<file path="config.mk">
export PLATFORM = sky130hd
export DESIGN_NAME = gated_pulse_timer
export DESIGN_NICKNAME = d
export VERILOG_FILES = /design/src/rtl/gt_pkg.sv /design/src/rtl/gt_gate_qual.sv /design/src/rtl/gt_pulse_fsm.sv /design/src/rtl/gt_counter.sv /design/src/rtl/gated_pulse_timer.sv
export SDC_FILE = /design/constraint.sdc
export NUM_CORES = 1
export LEC_CHECK = 0
export BUFFER_PORTS_ARGS = -buffer_cell sky130_fd_sc_hd__buf_2
export CAP_MARGIN = 20
export CORE_ASPECT_RATIO = 0.9
export CORE_MARGIN = 5
export CORE_UTILIZATION = 30
export CTS_CLUSTER_DIAMETER = 60
export DETAILED_ROUTE_END_ITERATION = 10
export PLACE_DENSITY = 0.58
export SYNTH_ARGS = -nofsm -noshare
export SYNTH_HDL_FRONTEND = slang
export SYNTH_SLANG_ARGS = --single-unit
</file>
<file path="constraint.sdc">
create_clock -name clk -period 2.8 [get_ports clk]
set_clock_uncertainty 0.15 [all_clocks]
set_input_delay 0.42 -clock clk [delete_from_list [all_inputs] [get_ports clk]]
set_output_delay 0.42 -clock clk [all_outputs]
set_load 0.01 [all_outputs]
</file>
<file path="src/rtl/gt_pkg.sv">
package gt_pkg;
    typedef enum logic [1:0] {
        SP_IDLE  = 2'd0,
        SP_ARMED = 2'd1,
        SP_RUN   = 2'd2
    } sp_state_t;
endpackage

</file>
<file path="src/rtl/gt_gate_qual.sv">
module gt_gate_qual #(
    parameter int SYNC_STAGES = 2
) (
    input  logic clk,
    input  logic rst_n,
    input  logic gate_in,
    input  logic gate_inv,
    input  logic tgl_mode,
    input  logic ctl_on,
    output logic q_lvl
);
    localparam int MSB = SYNC_STAGES - 1;

    logic [MSB:0] sync_q;
    logic         pol_lvl;
    logic         pol_d;
    logic         pol_rise;
    logic         tff;

    generate
        if (SYNC_STAGES == 1) begin : g_one
            always_ff @(posedge clk) begin
                if (!rst_n) sync_q <= '0;
                else        sync_q <= gate_in;
            end
        end else begin : g_chain
            always_ff @(posedge clk) begin
                if (!rst_n) sync_q <= '0;
                else        sync_q <= {sync_q[MSB-1:0], gate_in};
            end
        end
    endgenerate

    assign pol_lvl  = sync_q[MSB] ^ gate_inv;
    assign pol_rise = pol_lvl & ~pol_d;

    always_ff @(posedge clk) begin
        if (!rst_n) pol_d <= 1'b0;
        else        pol_d <= pol_lvl;
    end

    always_ff @(posedge clk) begin
        if (!rst_n || !tgl_mode || !ctl_on) tff <= 1'b0;
        else if (pol_rise)                  tff <= ~tff;
    end

    assign q_lvl = tgl_mode ? tff : pol_lvl;
endmodule

</file>
<file path="src/rtl/gt_pulse_fsm.sv">
module gt_pulse_fsm
    import gt_pkg::*;
(
    input  logic clk,
    input  logic rst_n,
    input  logic q_lvl,
    input  logic sp_mode,
    input  logic arm_set,
    input  logic gate_use,
    input  logic ctl_on,
    input  logic irq_clr,
    output logic win,
    output logic armed,
    output logic gate_irq
);
    sp_state_t st, st_nx;
    logic      q_prev;
    logic      q_rise;
    logic      win_d;

    assign q_rise = q_lvl & ~q_prev;

    always_ff @(posedge clk) begin
        if (!rst_n) begin
            st     <= SP_IDLE;
            q_prev <= 1'b0;
            win_d  <= 1'b0;
        end else begin
            st     <= st_nx;
            q_prev <= q_lvl;
            win_d  <= win;
        end
    end

    always_comb begin
        st_nx = st;
        if (!sp_mode) begin
            st_nx = SP_IDLE;
        end else begin
            unique case (st)
                SP_IDLE:  if (arm_set) st_nx = SP_ARMED;
                SP_ARMED: if (q_rise)  st_nx = SP_RUN;
                SP_RUN:   if (!q_lvl)  st_nx = SP_IDLE;
                default:               st_nx = SP_IDLE;
            endcase
        end
    end

    always_comb begin
        armed = 1'b0;
        win   = 1'b0;
        if (!sp_mode) begin
            win = q_lvl;
        end else begin
            unique case (st)
                SP_IDLE:  begin armed = 1'b0; win = 1'b0;   end
                SP_ARMED: begin armed = 1'b1; win = q_rise; end
                SP_RUN:   begin armed = 1'b1; win = q_lvl;  end
                default:  begin armed = 1'b0; win = 1'b0;   end
            endcase
        end
    end

    always_ff @(posedge clk) begin
        if (!rst_n)                                gate_irq <= 1'b0;
        else if (win_d && !win && gate_use && ctl_on) gate_irq <= 1'b1;
        else if (irq_clr)                          gate_irq <= 1'b0;
    end
endmodule

</file>
<file path="src/rtl/gt_counter.sv">
module gt_counter #(
    parameter int WIDTH = 16
) (
    input  logic             clk,
    input  logic             rst_n,
    input  logic             inc,
    input  logic             ovf_clr,
    output logic [WIDTH-1:0] count,
    output logic             ovf_flag
);
    localparam logic [WIDTH-1:0] TOP = '1;

    always_ff @(posedge clk) begin
        if (!rst_n)   count <= '0;
        else if (inc) count <= count + 1'b1;
    end

    always_ff @(posedge clk) begin
        if (!rst_n)                   ovf_flag <= 1'b0;
        else if (inc && count == TOP) ovf_flag <= 1'b1;
        else if (ovf_clr)             ovf_flag <= 1'b0;
    end
endmodule

</file>
<file path="src/rtl/gated_pulse_timer.sv">
module gated_pulse_timer #(
    parameter int WIDTH       = 16,
    parameter int SYNC_STAGES = 2
) (
    input  logic             clk,
    input  logic             rst_n,
    input  logic             cnt_en,
    input  logic             gate_in,
    input  logic             ctl_on,
    input  logic             gate_use,
    input  logic             gate_inv,
    input  logic             tgl_mode,
    input  logic             sp_mode,
    input  logic             arm_set,
    input  logic             irq_clr,
    input  logic             ovf_clr,
    output logic             gate_val,
    output logic             armed,
    output logic [WIDTH-1:0] count,
    output logic             gate_irq,
    output logic             ovf_flag
);
    logic q_lvl;
    logic win;
    logic inc;

    gt_gate_qual #(.SYNC_STAGES(SYNC_STAGES)) u_qual (
        .clk      (clk),
        .rst_n    (rst_n),
        .gate_in  (gate_in),
        .gate_inv (gate_inv),
        .tgl_mode (tgl_mode),
        .ctl_on   (ctl_on),
        .q_lvl    (q_lvl)
    );

    gt_pulse_fsm u_fsm (
        .clk      (clk),
        .rst_n    (rst_n),
        .q_lvl    (q_lvl),
        .sp_mode  (sp_mode),
        .arm_set  (arm_set),
        .gate_use (gate_use),
        .ctl_on   (ctl_on),
        .irq_clr  (irq_clr),
        .win      (win),
        .armed    (armed),
        .gate_irq (gate_irq)
    );

    assign inc      = ctl_on & cnt_en & (~gate_use | win);
    assign gate_val = win;

    gt_counter #(.WIDTH(WIDTH)) u_cnt (
        .clk      (clk),
        .rst_n    (rst_n),
        .inc      (inc),
        .ovf_clr  (ovf_clr),
        .count    (count),
        .ovf_flag (ovf_flag)
    );
endmodule

</file>
; Yosys cells after proc, flatten, opt, wreduce, memory -nomap -nowiden
; Cells that the tools add are included.
; Widths: inputs -> output; s select.
[word_totals]
ff_bits = 26
latchBits = 0
mem_bits_rw = 0
romBits = 0
in_bits = 12
out_inout_bits = 20
n_memories = 0
[op_classes]
add_sub_neg = 1
mul = 0
div_mod_pow = 0
magnitude_cmp = 0
n_eq_ne = 6
n_shift = 0
n_mux = 13
bitwise = 10
n_reduce_logical = 16
[op_table]
columns = operator, count
row1 = $add 16x1->16 const B, 1
row2 = $eq 16x16->1 const B, 1
row3 = $mux 1, 8
row4 = $mux 2, 3
row5 = $pmux 2 s3, 1
row6 = $and 1x1->1, 4
row7 = $logic_and 1x1->1, 4
row8 = $logic_not 1->1, 4
row9 = $ne 2x2->1 const B, 2
row10 = $not 1->1, 4
row11 = $reduce_bool 2->1, 2
row12 = $reduce_and 3->1, 1
row13 = $eq 2x1->1 const B, 1
row14 = $eq 2x2->1 const B, 1
row15 = $logic_not 2->1, 1
row16 = $logic_or 1x1->1, 2
row17 = $ne 2x1->1 const B, 1
row18 = $pmux 1 s2, 1
row19 = $reduce_and 2->1, 1
row20 = $reduce_or 2->1, 1
row21 = $or 1x1->1, 1
row22 = $xor 1x1->1, 1

; Longest topological paths before layout
; Gate-level depths: netlist of the first run.
[logic_depth]
word_depth = 10
ltp_mapped = 9
mapped_depth_nobuf = 7

; Hierarchy
; Synthesis of the first run repeated with hierarchy kept, for this count alone.
[unflattened]
hier_cells = 135
area_unflattened_um2 = 1287.5
[modules_own_cells]
columns = mod, instances, cells_each, area_each_um2, seq_area_each_um2
row1 = gt_counter, 1, 89, 843.3, 340.3
row2 = gt_pulse_fsm, 1, 29, 279.0, 100.1
row3 = gt_gate_qual, 1, 14, 148.9, 80.1
row4 = gated_pulse_timer, 1, 3, 16.3, 0.0

; Worst setup path after synthesis of the first run
; OpenSTA, ideal clock, no wires.
[synth_timing]
kind = flip-flop to flip-flop
startpoint = register u_fsm.st[1]
endpoint = register u_cnt.count[11]
setup_ns = 0.071
t_arrival_ns = 1.870
required_time_ns = 2.579
setup_slack_ns = 0.710
path_stages_with_launch = 8
period_less_slack_ns = 2.090
cell_sequence = dfxtp_1 inv_1 ha_1 o21ai_0 a221o_1 buf_6 or4_1 a21oi_1
[synth_between]
elab_chain_len = 5
[synth_lines]
columns = item, line
row1 = from (decl), gt_pulse_fsm.sv:16  ; sp_state_t st, st_nx;
row2 = from (signal assigned), gt_pulse_fsm.sv:29  ; st <= st_nx;
row3 = $eq 2x2->1 or $eq 2x1->1 (tied branches), gt_pulse_fsm.sv:55  ; unique case (st)
row4 = $pmux 1 s2 *, gt_pulse_fsm.sv:55
row5 = $mux 1 *, gt_pulse_fsm.sv:52  ; if (!sp_mode) begin
row6 = $or 1x1->1 *, gated_pulse_timer.sv:51  ; assign inc = ctl_on & cnt_en & (~gate_use | win);
row7 = $and 1x1->1 *, gated_pulse_timer.sv:51
row8 = to (signal assigned), gt_counter.sv:15  ; else if (inc) count <= count + 1'b1;
row9 = to (decl), gt_counter.sv:8  ; output logic [WIDTH-1:0] count,
; Mark *: on every way between the ends. The rest lies on a longest branch, timed or not.
; A chain may end at the register's enable or synchronous reset.

; Worst setup path in the final report of the first run
[layout_timing]
startpoint = register u_fsm.st[1]
endpoint = register u_cnt.count[0]
; Same word-level chain as after synthesis.

==> results of run 1 <==
layer usage:
metal | vias to the layer above | part of all wire, % | routed length [microns]
li1 | 599 | - | -
met1 | 519 | 51 | 1420
met2 | 24 | 42 | 1170
met3 | 2 | 6.0 | 167
met4 | 0 | 0.61 | 17
met5 | - | 0 | 0
worst max-delay path, cell delays in order, from the launching register on:
cell and delay, ns:
dfxtp_1 0.37, inv_1 0.07, ha_1 0.21, nor2b_1 0.13
o21ai_0 0.25, a221o_1 0.71, buf_4 0.27, xor2_1 0.14
nor2_1 0.05
stage by stage:
step | instance area (sq um) | worst slack (ns)
finish | 1500 | 0.332
floorplan | 1250 | 0.710
global route | 1500 | 0.142
global placement | 1450 | 0.340
detailed placement | 1450 | 0.311
CTS | 1500 | 0.331
where the power goes:
group	total [W]	internal, W	switching [W]	leakage (nW)
clock	0.000245	0.000126	0.000120	0.0288
sequential	0.000381	0.000376	0.00000452	0.211
combinational	0.0000573	0.0000234	0.0000339	0.341
registers in the layout (all words and copies together), names as in the netlist:
register and flops:
u_cnt.count 16, u_fsm.st 2, u_qual.sync_q 2, u_cnt.ovf_flag 1
u_fsm.gate_irq 1, u_fsm.q_prev 1, u_fsm.win_d 1, u_qual.pol_d 1
u_qual.tff 1
cells in the mapped netlist, types with 5 or more instances:
| cell | instances |
|---|---|
| a21oi_1 | 14 |
| and2_1 | 5 |
| clkbuf_1 | 5 |
| dfxtp_1 | 26 |
| inv_1 | 9 |
| nand2_1 | 10 |
| nand3_1 | 8 |
| nor2_1 | 5 |
| o21ai_0 | 8 |
| o31ai_1 | 9 |
| or3_1 | 6 |
| or4_1 | 9 |
worst min-delay path by stage:
stage               cells after the start  slack, ns                        start                     endpoint
floorplan                               1       0.26  u_qual.sync_q[0]$_SDFF_PN0_  u_qual.sync_q[1]$_SDFF_PN0_
detailed placement                      1       0.27  u_qual.sync_q[0]$_SDFF_PN0_  u_qual.sync_q[1]$_SDFF_PN0_
global placement                        1       0.27  u_qual.sync_q[0]$_SDFF_PN0_  u_qual.sync_q[1]$_SDFF_PN0_
CTS                                     2       0.20                      gate_in  u_qual.sync_q[0]$_SDFF_PN0_
global route                            2       0.19                      gate_in  u_qual.sync_q[0]$_SDFF_PN0_
finish                                  2       0.20                      gate_in  u_qual.sync_q[0]$_SDFF_PN0_
cells by family (layout without fill, tap and decap cells):
group / Yosys count / in the layout
AOI/OAI and AO/OA: 42 / 42
buffers and inverters: 16 / 47
xor gates and xnor gates: 3 / 3
and+or+nand+nor: 54 / 54
adders and majority gates: 4 / 4
DFF: 26 / 26
cell type report:
class | instances | area, sq um | area share (%)
clock buffer | 4 | 55.1 | 3.67
inverter | 10 | 37.5 | 2.50
multi-input combinational | 103 | 658 | 43.8
sequential | 26 | 520 | 34.7
tap | 48 | 60.1 | 4.00
timing repair buffer | 33 | 170 | 11.3
==> out/qor.yml, run 1 <==
clock_network:
  clock-root-buffer: "clkbuf_8"
  cts_resized: 0
  postCtsHoldBufs: 0
  htreeDepth: 1
  numCtsBuffers: 3
  clockBufferDepth: 2
  cts_tree: "yes"
  clk_latency_ns: 0.27
  cts.sinks: 26
  clkTransAtPathRegs_ns: 0.09
  cts_setup_buffers: 0
floorplan:
  die_height_microns: 71.1
  die_x_microns: 77.9
  rows: 22
  start_util_pct: 30.8
  die-area_sq_mm: 0.00554
  num_io_pins: 32
  coreArea_sq_mm: 0.00405
synth:
  synth.avg_cell_area_sq_um: 8.59
  synth-seq-cells: 26
  synthArstFlopShare_pct: 0
  synthFlopType: "dfxtp_1"
  yosys_warnings: 0
  ys_seq_area_share_pct: 41.8
  synth_top_area_share_pct: 41.8
  muxShareOfSynthArea_pct: 0
  synth_cell_type_count: 35
  synth_edf_count: 0
  synthAdderAreaFrac_pct: 4.02
  synth_fp_nets: 161
  synth_area_leader_cell: "dfxtp_1"
  syn_area_sq_mm: 0.00125
  syn_inst: 145
  synth_area_leaders: "dfxtp_1, a21oi_1, o31ai_1"
  synth_compound_area_share_pct: 22.0
  synth_xor_area_share_pct: 2.11
  synth-simple-area-share_pct: 24.7
  synth_top_family_by_area: "simple AND/OR/NAND/NOR gates"
sta:
  hold_viol: 0
  fin_crit_ns: 2.47
  fin_hold_ws_ns: 0.204
  finalCritPeriodShare_pct: 88.1
  slew_violations: 0
  finalSetupTns_ns: 0
  setup_violations: 0
  max_slew.worst_pin.slew_ns: 0.770
  fmax_ghz: 0.405
  maxSlewHeadroom_pct: 48.7
  rsz0062_at_grt: "no"
grt:
  met3_usage_pct: 3.94
  track_usage_pct: 10.3
  grt_max_degree: 28
  grt.overflow.total: 0
  antenna_found_initial: 0
  grt_pass1_wl_microns: 4680
  grt_busiest_layer: "met2"
  grt_util_met2_pct: 15.8
  grt_pass1_vias: 1032
  grt_use_met1_pct: 13.6
worst_setup_path:
  cp-start-kind: "flop"
  r2r-start: "u_fsm.st[1]$_SDFFE_PN0P_"
  r2r_cells: 8
  crit_type: "flop to flop"
  endpoint: "u_cnt.count[0]$_SDFFE_PN0P_"
  ff2ff_setup_slack_ns: 0.33
  setup.worst_path.start: "u_fsm.st[1]$_SDFFE_PN0P_"
  critPathMaxFanout: 27
  cp.arrival_ns: 2.48
  crit_required_ns: 2.81
  cp-end-kind: "flop"
  r2r_end: "u_cnt.count[0]$_SDFFE_PN0P_"
routing:
  drcViolationCount: 0
  first_pass_iters: 4
  antenna_left: 0
  vias: 1144
  first_iter_violations: 54
  viasPerCell: 5.11
  wire_per_inst_microns: 12.4
  totalWireLength_microns: 2770
final_layout:
  antenna_cells: 0
  drive_above_1_share_pct: 21.6
  post-route-util_pct: 37.1
  final_cell_mix: "buf_2, dfxtp_1, a21oi_1"
  nNetsFinal: 193
  final_common_cell: "buf_2"
  fin_cells: 224
  n_fill_cell: 424
  area_growth_pct: 20.5
placed_design:
  dp_hpwl_microns: 1970
  dp.cells: 220
  io_buffers: 31
  gp_congestion: 0.753
flow_run:
  cap_violations: 0
status:
  status: "complete, no violations"
power_and_ir_drop:
  power.leakage_nw: 0.581
  vdd_ir_drop_max_v: 0.000268
  powerDensity_mw_per_mm2: 455
  p_total_w: 0.000684
min_path:
  hp-class: "primary input to flop"
Note: power is estimated with default switching activity, not from simulation.
==> run 2, diff against run 1 <==
--- a/config.mk
+++ b/config.mk
@@ -5,14 +5,14 @@
 export SDC_FILE = /design/constraint.sdc
 export NUM_CORES = 1
 export LEC_CHECK = 0
-export BUFFER_PORTS_ARGS = -buffer_cell sky130_fd_sc_hd__buf_2
+export BUFFER_PORTS_ARGS = -buffer_cell sky130_fd_sc_hd__buf_4
 export CAP_MARGIN = 20
 export CORE_ASPECT_RATIO = 0.9
 export CORE_MARGIN = 5
-export CORE_UTILIZATION = 30
+export CORE_UTILIZATION = 40
 export CTS_CLUSTER_DIAMETER = 60
 export DETAILED_ROUTE_END_ITERATION = 10
-export PLACE_DENSITY = 0.58
+export PLACE_DENSITY = 0.71
 export SYNTH_ARGS = -nofsm -noshare
 export SYNTH_HDL_FRONTEND = slang
 export SYNTH_SLANG_ARGS = --single-unit
==> run 2 against run 1 <==
  * Fmax decreased by 3.0%
  * Clock-buffer cell count is the same
  * Die area fell by 22%
  * Critical path type unchanged
==> out/qor.yml, run 2 (synthesized netlist as in run 1, its figures left out) <==
floorplan:
  die-area_sq_mm: 0.00433
  num_io_pins: 32
  die_height_microns: 63.0
  die_x_microns: 68.8
  start_util_pct: 41.3
  rows: 19
  coreArea_sq_mm: 0.00302
sta:
  hold_viol: 0
  finalSetupTns_ns: 0
  finalCritPeriodShare_pct: 90.9
  fmax_ghz: 0.393
  maxSlewHeadroom_pct: 43.1
  timing.final.ws_setup_ns: 0.254
  max_slew.worst_pin.slew_ns: 0.853
  slew_violations: 0
  fin_hold_ws_ns: 0.142
  setup_violations: 0
  fin_crit_ns: 2.55
  rsz0062_at_grt: "no"
placed_design:
  preCtsSetupSlack_ns: 0.210
  gp_congestion: 0.766
  dp.cells: 213
  io_buffers: 31
  dp_hpwl_microns: 2110
  placed_area_sq_mm: 0.00151
status:
  status: "complete, no violations"
final_layout:
  antenna_cells: 0
  final_common_cell: "buf_4"
  largest_reg_flops: 16
  area_growth_pct: 24.0
  drive_above_1_share_pct: 21.1
  final_cell_mix: "buf_4, dfxtp_1, a21oi_1"
  nNetsFinal: 192
  largest_registers: "u_cnt.count x16, u_fsm.st x2, u_qual.sync_q x2"
  final_area_sq_mm: 0.00155
  regMostFlops: "u_cnt.count"
  fin_cells: 217
clock_network:
  cts_resized: 0
  clockBufferDepth: 2
  clock-root-buffer: "clkbuf_4"
  cts_tree: "yes"
  cts.sinks: 26
  clkTransAtPathRegs_ns: 0.14
  numCtsBuffers: 3
  clk_latency_ns: 0.33
  cts_setup_buffers: 0
  htreeDepth: 1
  postCtsHoldBufs: 0
min_path:
  holdPathEnd: "u_qual.sync_q[0]$_SDFF_PN0_"
  hp-class: "primary input to flop"
  hp-start: "gate_in"
  whs_path_depth: 2
routing:
  viasPerCell: 5.41
  vias: 1175
  wire_per_inst_microns: 13.1
  antenna_left: 0
  first_pass_iters: 4
  totalWireLength_microns: 2850
  drcViolationCount: 0
  first_iter_violations: 58
worst_setup_path:
  crit_type: "flop to flop"
  r2r-start: "u_fsm.st[1]$_SDFFE_PN0P_"
  r2r_cells: 8
  ff2ff_setup_slack_ns: 0.25
  critPathMaxFanout: 29
  cp-end-kind: "flop"
  cp.arrival_ns: 2.65
  r2r_end: "u_cnt.count[4]$_SDFFE_PN0P_"
  crit_required_ns: 2.91
  cp-start-kind: "flop"
power_and_ir_drop:
  power.leakage_nw: 0.576
  powerDensity_mw_per_mm2: 412
  vdd_ir_drop_max_v: 0.000222
grt:
  grt_max_degree: 30
  grt_pass1_wl_microns: 4650
  track_usage_pct: 13.7
  grt.overflow.total: 0
  grt_pass1_vias: 1079
  antenna_found_initial: 0
flow_run:
  cap_violations: 0
run 2: changes by cell type in the layout (fill, tap and decap cells not counted):
cell	previous run	this run
clkbuf_4	0	3
buf_2	31	0
clkbuf_8	4	1
buf_4	2	32
run 2: where the power goes:
group	switching (W)	total (W)	internal (W)
Clock	0.000112	0.000192	0.0000797
Combinational	0.0000346	0.0000631	0.0000284
Sequential	0.00000468	0.000382	0.000377
run 2: critical path, cell delays in order, from the launching register on:
cell,delay (ns)
dfxtp_1,0.38
inv_1,0.08
ha_1,0.21
nor2b_1,0.13
o21ai_0,0.28
a221o_1,0.78
buf_4,0.25
o21ai_0,0.08
a21oi_1,0.14
run 2: per-stage QoR:
step	total power [W]	utilization, %
2_1_floorplan	0.000425	-
3_3_place_gp	0.000450	50.0
3_5_place_dp	0.000453	50.0
4_1_cts	0.000639	51.2
5_1_grt	0.000660	51.2
6_report	0.000637	51.2
run 2: cell type report:
class	count	area, sq um
fill	309	1470
multi-input combinational	103	658
sequential	26	520
timing repair buffer	32	240
tap	42	52.6
inverter	10	37.5
clock buffer	4	36.3
run 2: routing by layer:
metal | track usage, % | part of all wire [%] | up-vias
met5 | 0 | 0 | -
met4 | 5.84 | 1.9 | 0
met1 | 16.8 | 43 | 544
met3 | 1.08 | 5.2 | 5
li1 | - | - | 594
met2 | 23.6 | 50 | 32
run 2: worst max-delay path by stage:
stage                                         from                           end  depth (start not counted)
after floorplan           u_fsm.st[1]$_SDFFE_PN0P_  u_cnt.count[11]$_SDFFE_PN0P_                          7
after global placement                    gate_inv   u_cnt.count[9]$_SDFFE_PN0P_                          6
after detailed placement                  gate_inv   u_cnt.count[4]$_SDFFE_PN0P_                          7
after CTS                 u_fsm.st[1]$_SDFFE_PN0P_   u_cnt.count[4]$_SDFFE_PN0P_                          8
after global routing      u_fsm.st[1]$_SDFFE_PN0P_   u_cnt.count[4]$_SDFFE_PN0P_                          8
final                     u_fsm.st[1]$_SDFFE_PN0P_   u_cnt.count[4]$_SDFFE_PN0P_                          8
==> run 3, diff against run 2 <==
--- a/config.mk
+++ b/config.mk
@@ -13,6 +13,7 @@
 export CTS_CLUSTER_DIAMETER = 60
 export DETAILED_ROUTE_END_ITERATION = 10
 export PLACE_DENSITY = 0.71
+export REMOVE_ABC_BUFFERS = 1
 export SYNTH_ARGS = -nofsm -noshare
 export SYNTH_HDL_FRONTEND = slang
 export SYNTH_SLANG_ARGS = --single-unit
==> run 3 against run 2 <==
  * Worst hold slack improved by 0.016 ns
  * Sequential power about the same
  * Non-clock buffer count grew 1
  * Via count up 1.7%
==> out/qor.yml, run 3 (synthesized netlist as in run 1, its figures left out) <==
final_layout:
  final_area_sq_mm: 0.00155
  largest_reg_flops: 16
  final_common_cell: "buf_4"
  area_growth_pct: 24.6
  nNetsFinal: 193
  antenna_cells: 0
  final_cell_mix: "buf_4, dfxtp_1, a21oi_1"
  largest_registers: "u_cnt.count x16, u_fsm.st x2, u_qual.sync_q x2"
  regMostFlops: "u_cnt.count"
  drive_above_1_share_pct: 21.6
floorplan:
  rows: 19
  die_x_microns: 68.8
  start_util_pct: 41.3
  die-area_sq_mm: 0.00433
  die_height_microns: 63.0
  num_io_pins: 32
  coreArea_sq_mm: 0.00302
clock_network:
  cts_setup_buffers: 0
  cts.sinks: 26
  htreeDepth: 1
  clk_latency_ns: 0.31
  cts_tree: "yes"
  clockBufferDepth: 2
  cts_resized: 0
  numCtsBuffers: 3
  clkTransAtPathRegs_ns: 0.14
  postCtsHoldBufs: 0
  clock-root-buffer: "clkbuf_4"
power_and_ir_drop:
  powerDensity_mw_per_mm2: 407
  power.leakage_nw: 0.581
  vdd_ir_drop_max_v: 0.000210
routing:
  totalWireLength_microns: 2800
  vias: 1195
  first_pass_iters: 4
  first_iter_violations: 33
  wire_per_inst_microns: 12.8
  viasPerCell: 5.48
  drcViolationCount: 0
  antenna_left: 0
placed_design:
  gp_congestion: 0.733
  io_buffers: 31
  placed_area_sq_mm: 0.00152
  dp_hpwl_microns: 2120
sta:
  finalSetupTns_ns: 0
  fin_crit_ns: 2.42
  hold_viol: 0
  max_slew.worst_pin.slew_ns: 0.539
  maxSlewHeadroom_pct: 64.1
  setup_violations: 0
  finalCritPeriodShare_pct: 86.6
  rsz0062_at_grt: "no"
  slew_violations: 0
  fmax_ghz: 0.412
grt:
  grt_max_degree: 19
  antenna_found_initial: 0
  grt_pass1_wl_microns: 5040
  track_usage_pct: 14.4
  grt_pass1_vias: 1205
  grt.overflow.total: 0
worst_setup_path:
  path_buf_inv: 2
  crit_required_ns: 2.88
  worstPathCellList: "inv_1, ha_1, nor2b_1, o21ai_0, a221o_1, buf_4, nor4_1, o21a_1"
  cp-end-kind: "flop"
  cp.arrival_ns: 2.50
  cp_slowest_cell: "a221o_1"
  cp-start-kind: "flop"
  critPathTopFamily: "compound AO/OA/AOI/OAI gates"
  crit_type: "flop to flop"
  critPathMaxStageDelay_ns: 0.56
  critPathMaxFanout: 18
min_path:
  hp-class: "primary input to flop"
status:
  status: "complete, no violations"
flow_run:
  cap_violations: 0
## run 3: cell count changes in the layout (fill, tap and decap cells not counted), sizes merged
cell	delta
buf	+1
## run 3: area by class of cell
class,count,area [sq um]
timing repair buffer,33,248
multi-input combinational,103,658
inverter,10,37.5
tap,42,52.6
fill,286,1470
clock buffer,4,36.3
sequential,26,520
## run 3: power breakdown
group	switching (W)	total [W]	leakage [nW]	internal, W
Sequential	0.00000432	0.000381	0.211	0.000377
Clock	0.000106	0.000186	0.0210	0.0000794
Combinational	0.0000350	0.0000643	0.349	0.0000293
## run 3: path summary, 6_finish.rpt
path	from	to	slack [ns]	depth (start not counted)
max	u_fsm.st[1]$_SDFFE_PN0P_	u_cnt.count[6]$_SDFFE_PN0P_	0.38	8
min	gate_in	u_qual.sync_q[0]$_SDFF_PN0_	0.16	2
max reg2reg	u_fsm.st[1]$_SDFFE_PN0P_	u_cnt.count[6]$_SDFFE_PN0P_	0.38	8
min reg2reg	u_qual.sync_q[0]$_SDFF_PN0_	u_qual.sync_q[1]$_SDFF_PN0_	0.30	1
## run 3: layer usage
metal	wire length, microns	up-vias	GRT usage [%]
li1	-	604	-
met1	1260	562	18.7
met2	1400	27	22.4
met5	0	-	0
met4	18	0	6.57
met3	122	2	2.88
## run 3: metrics by stage
stage                     hold WS (ns)  setup slack (ns)  util [%]  total power, W  cells
final                            0.158             0.376      51.4        0.000631    218
after global routing             0.174            0.0678      51.4        0.000661    218
after CTS                        0.154             0.368      51.4        0.000637    218
after detailed placement         0.276             0.310      50.2        0.000454    214
after global placement           0.264             0.414      50.2        0.000451    214
after floorplan                  0.262             0.563         -        0.000421    139
